**src/rtl/uart_rx_pkg.sv**
```systemverilog
`timescale 1ns/1ps
package uart_rx_pkg;
    localparam int DATA_W = 8;
    localparam int MIN_W  = 5;

    localparam int LSR_DR   = 0;
    localparam int LSR_OE   = 1;
    localparam int LSR_PE   = 2;
    localparam int LSR_FE   = 3;
    localparam int LSR_BI   = 4;
    localparam int LSR_THRE = 5;
    localparam int LSR_TEMT = 6;

    typedef enum logic [2:0] {
        ST_IDLE,
        ST_START,
        ST_DATA,
        ST_PARITY,
        ST_STOP,
        ST_HOLD_LOW,
        ST_WAIT_HIGH
    } rx_state_e;

    typedef struct packed {
        logic [DATA_W-1:0] data;
        logic              pe;
        logic              fe;
        logic              bi;
    } rx_char_t;
endpackage

```
**src/rtl/rx_sync.sv**
```systemverilog
`timescale 1ns/1ps
module rx_sync #(
    parameter int STAGES = 2
) (
    input  logic clk,
    input  logic rst_n,
    input  logic d,
    output logic q
);
    generate
        if (STAGES <= 1) begin : g_single
            logic ff;
            always_ff @(posedge clk or negedge rst_n) begin
                if (!rst_n) ff <= 1'b1;
                else        ff <= d;
            end
            assign q = ff;
        end else begin : g_chain
            logic [STAGES-1:0] ff;
            always_ff @(posedge clk or negedge rst_n) begin
                if (!rst_n) ff <= '1;
                else        ff <= {ff[STAGES-2:0], d};
            end
            assign q = ff[STAGES-1];
        end
    endgenerate
endmodule

```
**src/rtl/rx_brk_det.sv**
```systemverilog
`timescale 1ns/1ps
module rx_brk_det #(
    parameter int OSR      = 16,
    parameter int MAX_BITS = 8
) (
    input  logic clk,
    input  logic rst_n,
    input  logic rx,
    input  logic tick,
    output logic long_low
);
    // longest frame: start + data + parity + stop; break needs strictly more
    localparam int LIMIT = OSR * (MAX_BITS + 3) + 1;
    localparam int W     = $clog2(LIMIT + 1);

    logic [W-1:0] low_cnt;

    assign long_low = (low_cnt == W'(LIMIT));

    always_ff @(posedge clk or negedge rst_n) begin
        if (!rst_n)                 low_cnt <= '0;
        else if (rx)                low_cnt <= '0;
        else if (tick && !long_low) low_cnt <= low_cnt + 1'b1;
    end
endmodule

```
**src/rtl/rx_frame_fsm.sv**
```systemverilog
`timescale 1ns/1ps
module rx_frame_fsm
    import uart_rx_pkg::*;
#(
    parameter int OSR = 16
) (
    input  logic       clk,
    input  logic       rst_n,
    input  logic       rx,
    input  logic       tick,
    input  logic [1:0] wlen,
    input  logic       par_en,
    input  logic       par_even,
    input  logic       par_stick,
    input  logic       long_low,
    output logic       commit,
    output rx_char_t   chr
);
    localparam int CW  = $clog2(OSR);
    localparam int IW  = $clog2(DATA_W);
    localparam int MID = OSR / 2 - 1;
    localparam int LST = OSR - 1;

    rx_state_e         state, st_n;
    logic [CW-1:0]     cnt, cnt_n;
    logic [IW-1:0]     idx, idx_n;
    logic [DATA_W-1:0] shreg, sh_n;
    logic              par_acc, pa_n;
    logic              par_bad, pb_n;

    logic          confirm, sample, exp_par;
    logic [IW-1:0] last_idx;

    assign confirm  = tick && (cnt == CW'(MID));
    assign sample   = tick && (cnt == CW'(LST));
    assign last_idx = IW'(MIN_W - 1) + IW'(wlen);
    assign exp_par  = par_stick ? par_even : (par_even ? par_acc : ~par_acc);

    // state register
    always_ff @(posedge clk or negedge rst_n) begin
        if (!rst_n) begin
            state   <= ST_IDLE;
            cnt     <= '0;
            idx     <= '0;
            shreg   <= '0;
            par_acc <= 1'b0;
            par_bad <= 1'b0;
        end else begin
            state   <= st_n;
            cnt     <= cnt_n;
            idx     <= idx_n;
            shreg   <= sh_n;
            par_acc <= pa_n;
            par_bad <= pb_n;
        end
    end

    // next state
    always_comb begin
        st_n  = state;
        cnt_n = tick ? cnt + 1'b1 : cnt;
        idx_n = idx;
        sh_n  = shreg;
        pa_n  = par_acc;
        pb_n  = par_bad;
        unique case (state)
            ST_IDLE: begin
                cnt_n = '0;
                if (!rx) st_n = ST_START;
            end
            ST_START: begin
                if (confirm) begin
                    cnt_n = '0;
                    if (rx) begin
                        st_n = ST_IDLE;
                    end else begin
                        st_n  = ST_DATA;
                        idx_n = '0;
                        sh_n  = '0;
                        pa_n  = 1'b0;
                        pb_n  = 1'b0;
                    end
                end
            end
            ST_DATA: begin
                if (sample) begin
                    sh_n[idx] = rx;
                    pa_n      = par_acc ^ rx;
                    if (idx == last_idx) st_n = par_en ? ST_PARITY : ST_STOP;
                    else                 idx_n = idx + 1'b1;
                end
            end
            ST_PARITY: begin
                if (sample) begin
                    pb_n = (rx != exp_par);
                    st_n = ST_STOP;
                end
            end
            ST_STOP: begin
                if (sample) st_n = rx ? ST_IDLE : ST_HOLD_LOW;
            end
            ST_HOLD_LOW: begin
                if (rx)            st_n = ST_IDLE;
                else if (long_low) st_n = ST_WAIT_HIGH;
            end
            ST_WAIT_HIGH: begin
                if (rx) st_n = ST_IDLE;
            end
            default: st_n = ST_IDLE;
        endcase
    end

    // outputs
    always_comb begin
        commit   = 1'b0;
        chr.data = shreg;
        chr.pe   = par_bad;
        chr.fe   = 1'b0;
        chr.bi   = 1'b0;
        unique case (state)
            ST_STOP: begin
                if (sample && rx) commit = 1'b1;
            end
            ST_HOLD_LOW: begin
                if (rx) begin
                    commit = 1'b1;
                    chr.fe = 1'b1;
                end else if (long_low) begin
                    commit   = 1'b1;
                    chr.fe   = 1'b1;
                    chr.bi   = 1'b1;
                    chr.pe   = 1'b0;
                    chr.data = '0;
                end
            end
            default: ;
        endcase
    end


    brk_commit_chk: assert property (@(posedge clk) disable iff (!rst_n)
        (commit && chr.bi) |-> long_low);
endmodule

```
**src/rtl/rx_lsr.sv**
```systemverilog
`timescale 1ns/1ps
module rx_lsr
    import uart_rx_pkg::*;
(
    input  logic              clk,
    input  logic              rst_n,
    input  logic              commit,
    input  rx_char_t          chr,
    input  logic              rd_data,
    input  logic              rd_status,
    output logic [DATA_W-1:0] rx_data,
    output logic [7:0]        status
);
    logic [DATA_W-1:0] buf_q;
    logic dr, oe, pe, fe, bi;

    always_ff @(posedge clk or negedge rst_n) begin
        if (!rst_n) begin
            buf_q <= '0;
            dr    <= 1'b0;
            oe    <= 1'b0;
            pe    <= 1'b0;
            fe    <= 1'b0;
            bi    <= 1'b0;
        end else begin
            if (commit) buf_q <= chr.data;
            dr <= commit | (dr & ~rd_data);
            oe <= (commit & dr & ~rd_data) | (oe & ~rd_status);
            pe <= (commit & chr.pe) | (pe & ~rd_status);
            fe <= (commit & chr.fe) | (fe & ~rd_status);
            bi <= (commit & chr.bi) | (bi & ~rd_status);
        end
    end

    always_comb begin
        status           = '0;
        status[LSR_DR]   = dr;
        status[LSR_OE]   = oe;
        status[LSR_PE]   = pe;
        status[LSR_FE]   = fe;
        status[LSR_BI]   = bi;
        status[LSR_THRE] = 1'b1;
        status[LSR_TEMT] = 1'b1;
    end

    assign rx_data = buf_q;


    dr_source_chk: assert property (@(posedge clk) disable iff (!rst_n)
        $rose(dr) |-> $past(commit));

    oe_source_chk: assert property (@(posedge clk) disable iff (!rst_n)
        $rose(oe) |-> $past(commit && dr));

    dr_clear_chk: assert property (@(posedge clk) disable iff (!rst_n)
        (rd_data && !commit) |=> !dr);

    err_clear_chk: assert property (@(posedge clk) disable iff (!rst_n)
        (rd_status && !commit) |=> !(oe || pe || fe || bi));

    bi_fe_chk: assert property (@(posedge clk) disable iff (!rst_n)
        bi |-> fe);
endmodule

```
**src/rtl/uart_rx_lsr.sv**
```systemverilog
`timescale 1ns/1ps
module uart_rx_lsr
    import uart_rx_pkg::*;
#(
    parameter int OSR         = 16,
    parameter int SYNC_STAGES = 2
) (
    input  logic       clk,
    input  logic       rst_n,
    input  logic       rxd,
    input  logic       tick16,
    input  logic [1:0] wlen,
    input  logic       par_en,
    input  logic       par_even,
    input  logic       par_stick,
    input  logic       rd_data,
    input  logic       rd_status,
    output logic [7:0] rx_data,
    output logic [7:0] line_status,
    output logic       rx_err
);
    logic     rx_s, long_low, commit;
    rx_char_t chr;

    rx_sync #(.STAGES(SYNC_STAGES)) u_sync (
        .clk(clk), .rst_n(rst_n), .d(rxd), .q(rx_s)
    );

    rx_brk_det #(.OSR(OSR), .MAX_BITS(DATA_W)) u_brk (
        .clk(clk), .rst_n(rst_n), .rx(rx_s), .tick(tick16), .long_low(long_low)
    );

    rx_frame_fsm #(.OSR(OSR)) u_fsm (
        .clk(clk), .rst_n(rst_n), .rx(rx_s), .tick(tick16),
        .wlen(wlen), .par_en(par_en), .par_even(par_even), .par_stick(par_stick),
        .long_low(long_low), .commit(commit), .chr(chr)
    );

    rx_lsr u_lsr (
        .clk(clk), .rst_n(rst_n), .commit(commit), .chr(chr),
        .rd_data(rd_data), .rd_status(rd_status),
        .rx_data(rx_data), .status(line_status)
    );

    assign rx_err = line_status[LSR_OE] | line_status[LSR_PE]
                  | line_status[LSR_FE] | line_status[LSR_BI];
endmodule

```
**config.mk**
```make
export PLATFORM = sky130hd
export DESIGN_NAME = uart_rx_lsr
export DESIGN_NICKNAME = d
export VERILOG_FILES = /design/src/rtl/uart_rx_pkg.sv /design/src/rtl/rx_sync.sv /design/src/rtl/rx_brk_det.sv /design/src/rtl/rx_frame_fsm.sv /design/src/rtl/rx_lsr.sv /design/src/rtl/uart_rx_lsr.sv
export SDC_FILE = /design/constraint.sdc
export NUM_CORES = 1
export LEC_CHECK = 0
export ABC_CLOCK_PERIOD_IN_PS = 5600
export BUFFER_PORTS_ARGS = -buffer_cell sky130_fd_sc_hd__buf_4
export CAP_MARGIN = 20
export CORE_MARGIN = 4
export CORE_UTILIZATION = 60
export CTS_CLUSTER_DIAMETER = 100
export DETAILED_ROUTE_END_ITERATION = 7
export GPL_ROUTABILITY_DRIVEN = 0
export PLACE_DENSITY = 0.91
export REMOVE_ABC_BUFFERS = 1
export SYNTH_ARGS = -nofsm -noshare
export SYNTH_HDL_FRONTEND = slang
export SYNTH_SLANG_ARGS = --single-unit
export TNS_END_PERCENT = 10
```
**constraint.sdc**
```tcl
create_clock -name clk -period 5.6 [get_ports clk]
set_input_delay 0.28 -clock clk [delete_from_list [all_inputs] [get_ports clk]]
set_output_delay 0.28 -clock clk [all_outputs]
set_load 0.01 [all_outputs]
```
==> qor.yml, run 1 <==
grt_pass1_wl_um: 8000
pin_count: 28
synth_warnings: 0
rrSetupSlack_ns: 3.30
hold_path.class: "in -> reg"
dieArea_sq_mm: 0.00500
fillers: 291
finClkSkew_ns: 0.00799
wl_met3_um: 261
critPathKind: "reg -> reg"
detail_route.wl_per_cell_um: 14.7
floorplan.die.height_um: 70.7
setup_viol: 0
period_share: 0.411
vias_per_cell: 5.96
hold_violations: 0
antenna_cells: 0
cap_violations: 0
finalPower_mw: 0.877
synthCells: 252
cts_tree: "built"
drc_errors: 0
wl_met1_um: 2010
hold-path-endpoint: "u_sync.g_chain.ff[0]"
synth-seq-area-share: 0.457
dr.max_layer_used: "met4"
max_stage_delay_ns: 0.56
postSynth.asyncResetShare: 1.00
drive_above_1_share: 0.152
crit_cells: 7
critPathArrivalTime_ns: 2.52
ys_ff_latch: 43
holdPathStages: 1
ant_nets: 0
first_pass_iters: 5
worst_setup_path_end_kind: "flip-flop"
grt_use_total: 0.196
synth_top_area_share: 0.435
final_util: 0.700
ys.flop_type: "dfrtp_1"
cts_setup_buffers: 0
yosys.area.top_type: "dfrtp_1"
dp.final_hpwl_um: 3240
clock_sinks: 43
wl_met2_um: 2240
core_area_sq_mm: 0.00374
holdCritStartpoint: "rxd"
layout.nets: 277
crit_fanout: 9
p_per_area_mw_per_mm2: 335
crit_required_ns: 5.82
cp-start-kind: "flip-flop"
grt_antenna_before_repair: 0
rows: 22
path_cells: "ha_1 -> nor3b_1 -> nand4bb_1 -> a21boi_0 -> o211ai_1 -> buf_4 -> mux2i_1"
wirelength_um: 4580
drtIter0Drc: 159
fin_setup_tns_ns: 0
htreeDepth: 2
fmax_mhz: 435
critPathTopFamily: "compound AO/OA/AOI/OAI gates"
drv_slew: 0
synthesis.area_sq_mm: 0.00236
timing.slew.headroom: 0.553
cp.buffers_inverters: 1
synth-edff-count: 0
crit_path_top_delay_cell: "o211ai_1"
rsz0062_at_grt: "false"
post-route-min-period_ns: 2.30
cts.clk_slew.worst_paths_ns: 0.08
cts_hold_buf: 1
synth_area_leaders: "dfrtp_1, mux2i_1, nand2_1"
r2r-start: "u_brk.low_cnt[0]"
status: "finished, final reports clean"
clock_latency_ns: 0.29
r2r-end: "u_lsr.rx_data[7]"
p_leak_nw: 1.28
cts_made_buffers: 5
initial_core_util: 0.631
cts-root-buf: "clkbuf_8"
vias: 1855
grt.overflow.total: 0
rr_worst_depth: 7
cts-resized-gates: 0
max-clock-path-buffers: 2
ir_drop_mv: 0.217
ys_types: 49
grt_max_degree: 44
worst-slew-pin-transition_ns: 0.668
die_w_um: 70.7
first_global_vias: 1771
avgSynthCellArea_sq_um: 9.37
numPortBuffers: 24
syn2layout_area_growth_pct: 10.9
-- cells by family (layout without fill, tap and decap cells) --
logic type      after synthesis  count (layout)  share of synthesized area
compound gates               50              50                      0.146
xor+xnor                     13              13                     0.0482
fa+ha+maj                     4               4                     0.0212
buf+inv                      42              52                     0.0880
flops                        43              43                      0.457
mux                          13              13                     0.0562
other cells                   2               3                    0.00318
simple gates                 85              85                      0.180
-- where the power goes --
part	internal [mW]	leakage [nW]	total (mW)	switching (mW)
clock network	0.178	0.0644	0.284	0.106
registers	0.353	0.524	0.418	0.0651
logic	0.0799	0.689	0.175	0.0953
-- how the worst max path moves through the flow --
stage	startpoint	endpoint	slack [ns]
after floorplan	u_brk.low_cnt[0]	u_lsr.oe	3.44
after detailed placement	u_brk.low_cnt[0]	u_lsr.oe	3.05
after CTS	u_brk.low_cnt[0]	u_lsr.oe	3.05
after global routing	u_brk.low_cnt[0]	u_lsr.rx_data[7]	3.14
after global placement	u_brk.low_cnt[0]	u_lsr.pe	3.20
final	u_brk.low_cnt[0]	u_lsr.rx_data[7]	3.30
-- cell usage after synthesis, types with 2 or more instances --
library cell and count:
mux2i_1 11, dfstp_2 2, ha_1 4, or3_1 3
a22o_1 3, nor3_1 5, o31ai_1 3, o22ai_1 3
nand4_1 6, xor2_1 9, nand2_1 24, nor2b_1 5
or3b_1 2, nor3_2 2, clkbuf_1 10, buf_2 4
buf_4 8, inv_1 18, a211oi_1 2, mux2_2 2
o21ai_0 10, dfrtp_1 41, nand3_1 5, nand2b_1 2
o21ai_1 3, xnor2_1 4, a32o_1 4, buf_6 2
nor2_1 23, and3_1 2, o211ai_1 4, conb_1 2
a21oi_1 8
-- layout make-up --
class	instances	area, sq um	share of cell area
Clock buffer	5	68.8	0.0263
Sequential cell	43	1080	0.412
Timing Repair Buffer	26	198	0.0755
Tap cell	48	60.1	0.0229
Inverter	18	67.6	0.0258
Multi-Input combinational cell	168	1080	0.412
Clock inverter	3	67.6	0.0258
-- metal layers --
layer,up-vias,track usage
met3,7,0.0355
met1,913,0.259
met4,0,0.0772
li1,874,-
met5,-,0
met2,61,0.320
-- layout by cell type, fill, tap and decap left out, drive strengths merged, types with 3 or more instances in the layout --
cell    Yosys  routed
nor2b       5       5
nand3       5       5
ha          4       4
nand2      24      24
or3         3       3
xor2        9       9
dfrtp      41      41
o21ai      14      14
nor3        7       7
nand4       6       6
xnor2       4       4
a21oi       8       8
conb        2       3
buf        14      25
o31ai       3       3
a22o        3       3
nor2       23      23
a32o        4       4
clkbuf     10       5
o22ai       3       3
inv        18      18
mux2i      11      11
o211ai      4       4
-- sequential cells by signal (all words and copies together), names as in the netlist, 2 cells and up --
| name | flops |
|---|---|
| u_brk.low_cnt | 8 |
| u_fsm.idx | 3 |
| u_lsr.rx_data | 8 |
| u_fsm.shreg | 8 |
| u_sync.g_chain.ff | 2 |
| u_fsm.state | 3 |
| u_fsm.cnt | 4 |
-- through the flow --
stage / hold WS, ns / setup WS, ns / std cells / instance area (sq um)
2_1_floorplan: -0.0156 / 3.44 / 229 / 2220
3_3_place_gp: 0.292 / 3.20 / 301 / 2460
3_5_place_dp: 0.297 / 3.05 / 301 / 2460
4_1_cts: 0.0884 / 3.05 / 310 / 2610
5_1_grt: 0.0812 / 3.14 / 311 / 2620
6_report: 0.0927 / 3.30 / 311 / 2620
Power figures use the tool's default switching activity.
==> run 2: changes to the inputs <==
--- a/config.mk
+++ b/config.mk
@@ -5,15 +5,15 @@
 export SDC_FILE = /design/constraint.sdc
 export NUM_CORES = 1
 export LEC_CHECK = 0
-export ABC_CLOCK_PERIOD_IN_PS = 5600
+export ABC_CLOCK_PERIOD_IN_PS = 2000
 export BUFFER_PORTS_ARGS = -buffer_cell sky130_fd_sc_hd__buf_4
 export CAP_MARGIN = 20
 export CORE_MARGIN = 4
-export CORE_UTILIZATION = 60
+export CORE_UTILIZATION = 52
 export CTS_CLUSTER_DIAMETER = 100
 export DETAILED_ROUTE_END_ITERATION = 7
 export GPL_ROUTABILITY_DRIVEN = 0
-export PLACE_DENSITY = 0.91
+export PLACE_DENSITY = 0.84
 export REMOVE_ABC_BUFFERS = 1
 export SYNTH_ARGS = -nofsm -noshare
 export SYNTH_HDL_FRONTEND = slang
==> constraint.sdc (replaced) <==
create_clock -name clk -period 2 [get_ports clk]
set_input_delay 0.1 -clock clk [delete_from_list [all_inputs] [get_ports clk]]
set_output_delay 0.1 -clock clk [all_outputs]
set_load 0.01 [all_outputs]
==> qor.yml, run 2 (same netlist as run 1, synthesis figures left out) <==
wirelength_um: 4690
multi_input_area_sq_mm: 0.00109
period_share: 0.948
holdWs_ns: 0.0825
grt_antenna_before_repair: 0
cp-start-kind: "flip-flop"
setup_viol: 0
crit_fanout: 6
worst-slew-pin-transition_ns: 0.530
initial_core_util: 0.539
grt_pass1_wl_um: 7890
vias: 1899
path_cells: "ha_2 -> nand4_1 -> buf_4 -> buf_4 -> a211oi_1 -> a21oi_1 -> nor2_1 -> mux2_2"
seqCellArea_sq_mm: 0.00108
pin_count: 28
stdcell_count: 328
dieArea_sq_mm: 0.00568
vias_per_cell: 5.79
finClkSkew_ns: 0.00964
critPathKind: "reg -> reg"
layout_commonest_cell: "dfrtp_1"
clock_latency_ns: 0.30
first_global_vias: 1762
ir_drop_mv: 0.502
first_pass_iters: 4
place_worst_setup_slack_ns: 0.107
hold_path.class: "in -> reg"
clock_sinks: 43
cts-root-buf: "clkbuf_8"
crit_top_cell: "buf_4"
worst_setup_path_end_kind: "flip-flop"
ant_nets: 0
grt_use_total: 0.179
fillers: 370
cts.clk_slew.worst_paths_ns: 0.08
htreeDepth: 2
core_area_sq_mm: 0.00438
place_inst: 315
p_per_area_mw_per_mm2: 893
die_w_um: 75.4
fmax_mhz: 528
crit_path_top_delay_cell: "dfrtp_1"
critPathTopFamily: "flip-flops"
layout_common_cells: "dfrtp_1, buf_4, nand2_1"
cts_made_buffers: 5
post-route-min-period_ns: 1.90
rows: 24
hold_violations: 0
status: "finished, final reports clean"
detail_route.wl_per_cell_um: 14.3
p_leak_nw: 1.33
finalPower_mw: 2.43
critPathArrivalTime_ns: 2.14
finalWorstSetupSlack_ns: 0.104
drc_errors: 0
floorplan.die.height_um: 75.4
max_stage_delay_ns: 0.39
grt_max_degree: 44
max-clock-path-buffers: 2
rsz0062_at_grt: "false"
drv_slew: 0
numPortBuffers: 24
crit_required_ns: 2.25
drive_above_1_share: 0.196
cap_violations: 0
layout.nets: 290
drtIter0Drc: 152
cts_tree: "built"
grt.overflow.total: 0
cp.buffers_inverters: 2
timing.slew.headroom: 0.644
syn2layout_area_growth_pct: 15.3
dp.final_hpwl_um: 3240
antenna_cells: 0
## run 2: changes by cell type in the layout (fill, tap and decap cells not counted), sizes merged
cell | before | now
buf | 25 | 36
clkbuf | 5 | 6
bufinv | 2 | 1
clkinvlp | 1 | 0
dlygate4sd3 | 1 | 3
clkinv | 0 | 1
## run 2: worst paths after layout
kind                                      start                   end  slack, ns  cells past startpoint
setup / recovery                   u_fsm.cnt[0]        u_fsm.state[0]       0.10                      8
hold / removal                          rd_data              u_lsr.dr       0.08                      3
setup reg to reg                   u_fsm.cnt[0]        u_fsm.state[0]       0.10                      8
hold reg to reg            u_sync.g_chain.ff[0]  u_sync.g_chain.ff[1]       0.36                      0
max in group asynchronous                 rst_n      u_brk.low_cnt[4]       1.30                      2
min in group asynchronous                 rst_n          u_fsm.cnt[0]       0.32                      2
## run 2: timing repair
action,in CTS,in global routing
hold buffers,3,0
endpoints found under the setup margin,0,9
setup buffers,0,2
gates resized for setup,0,5
hold endpoints to repair,43,0
## run 2: layout make-up
class                           instances  area share
Inverter                               18      0.0248
Timing Repair Buffer                   39       0.110
Clock buffer                            6      0.0303
Clock inverter                          2      0.0129
Tap cell                               52      0.0239
Multi-Input combinational cell        168       0.401
Sequential cell                        43       0.396
## run 2: per-stage QoR
step	utilization	instance area, sq um	setup TNS, ns
2_1_floorplan	-	2220	-1.56
3_3_place_gp	0.580	2540	0
3_5_place_dp	0.580	2540	0
4_1_cts	0.614	2690	0
5_1_grt	0.621	2720	0
6_report	0.621	2720	0
## run 2: per-layer routing
metal,part of all wire,routed length [um],global-route usage,up-vias
met5,0,0,0,-
met4,0.017,82,0.0718,0
met3,0.067,313,0.0343,8
met2,0.46,2160,0.280,68
met1,0.45,2140,0.245,919
li1,-,-,-,904
## run 2: worst min-delay path, delay by kind of cell
kind / cells / cell delay [ns]
buf+inv: 1 / 0.07
simple gates: 2 / 0.17
## run 2: power breakdown
group	leakage (nW)	internal [mW]	switching (mW)
clock network	0.0612	0.404	0.296
registers	0.524	0.989	0.127
logic	0.750	0.273	0.341
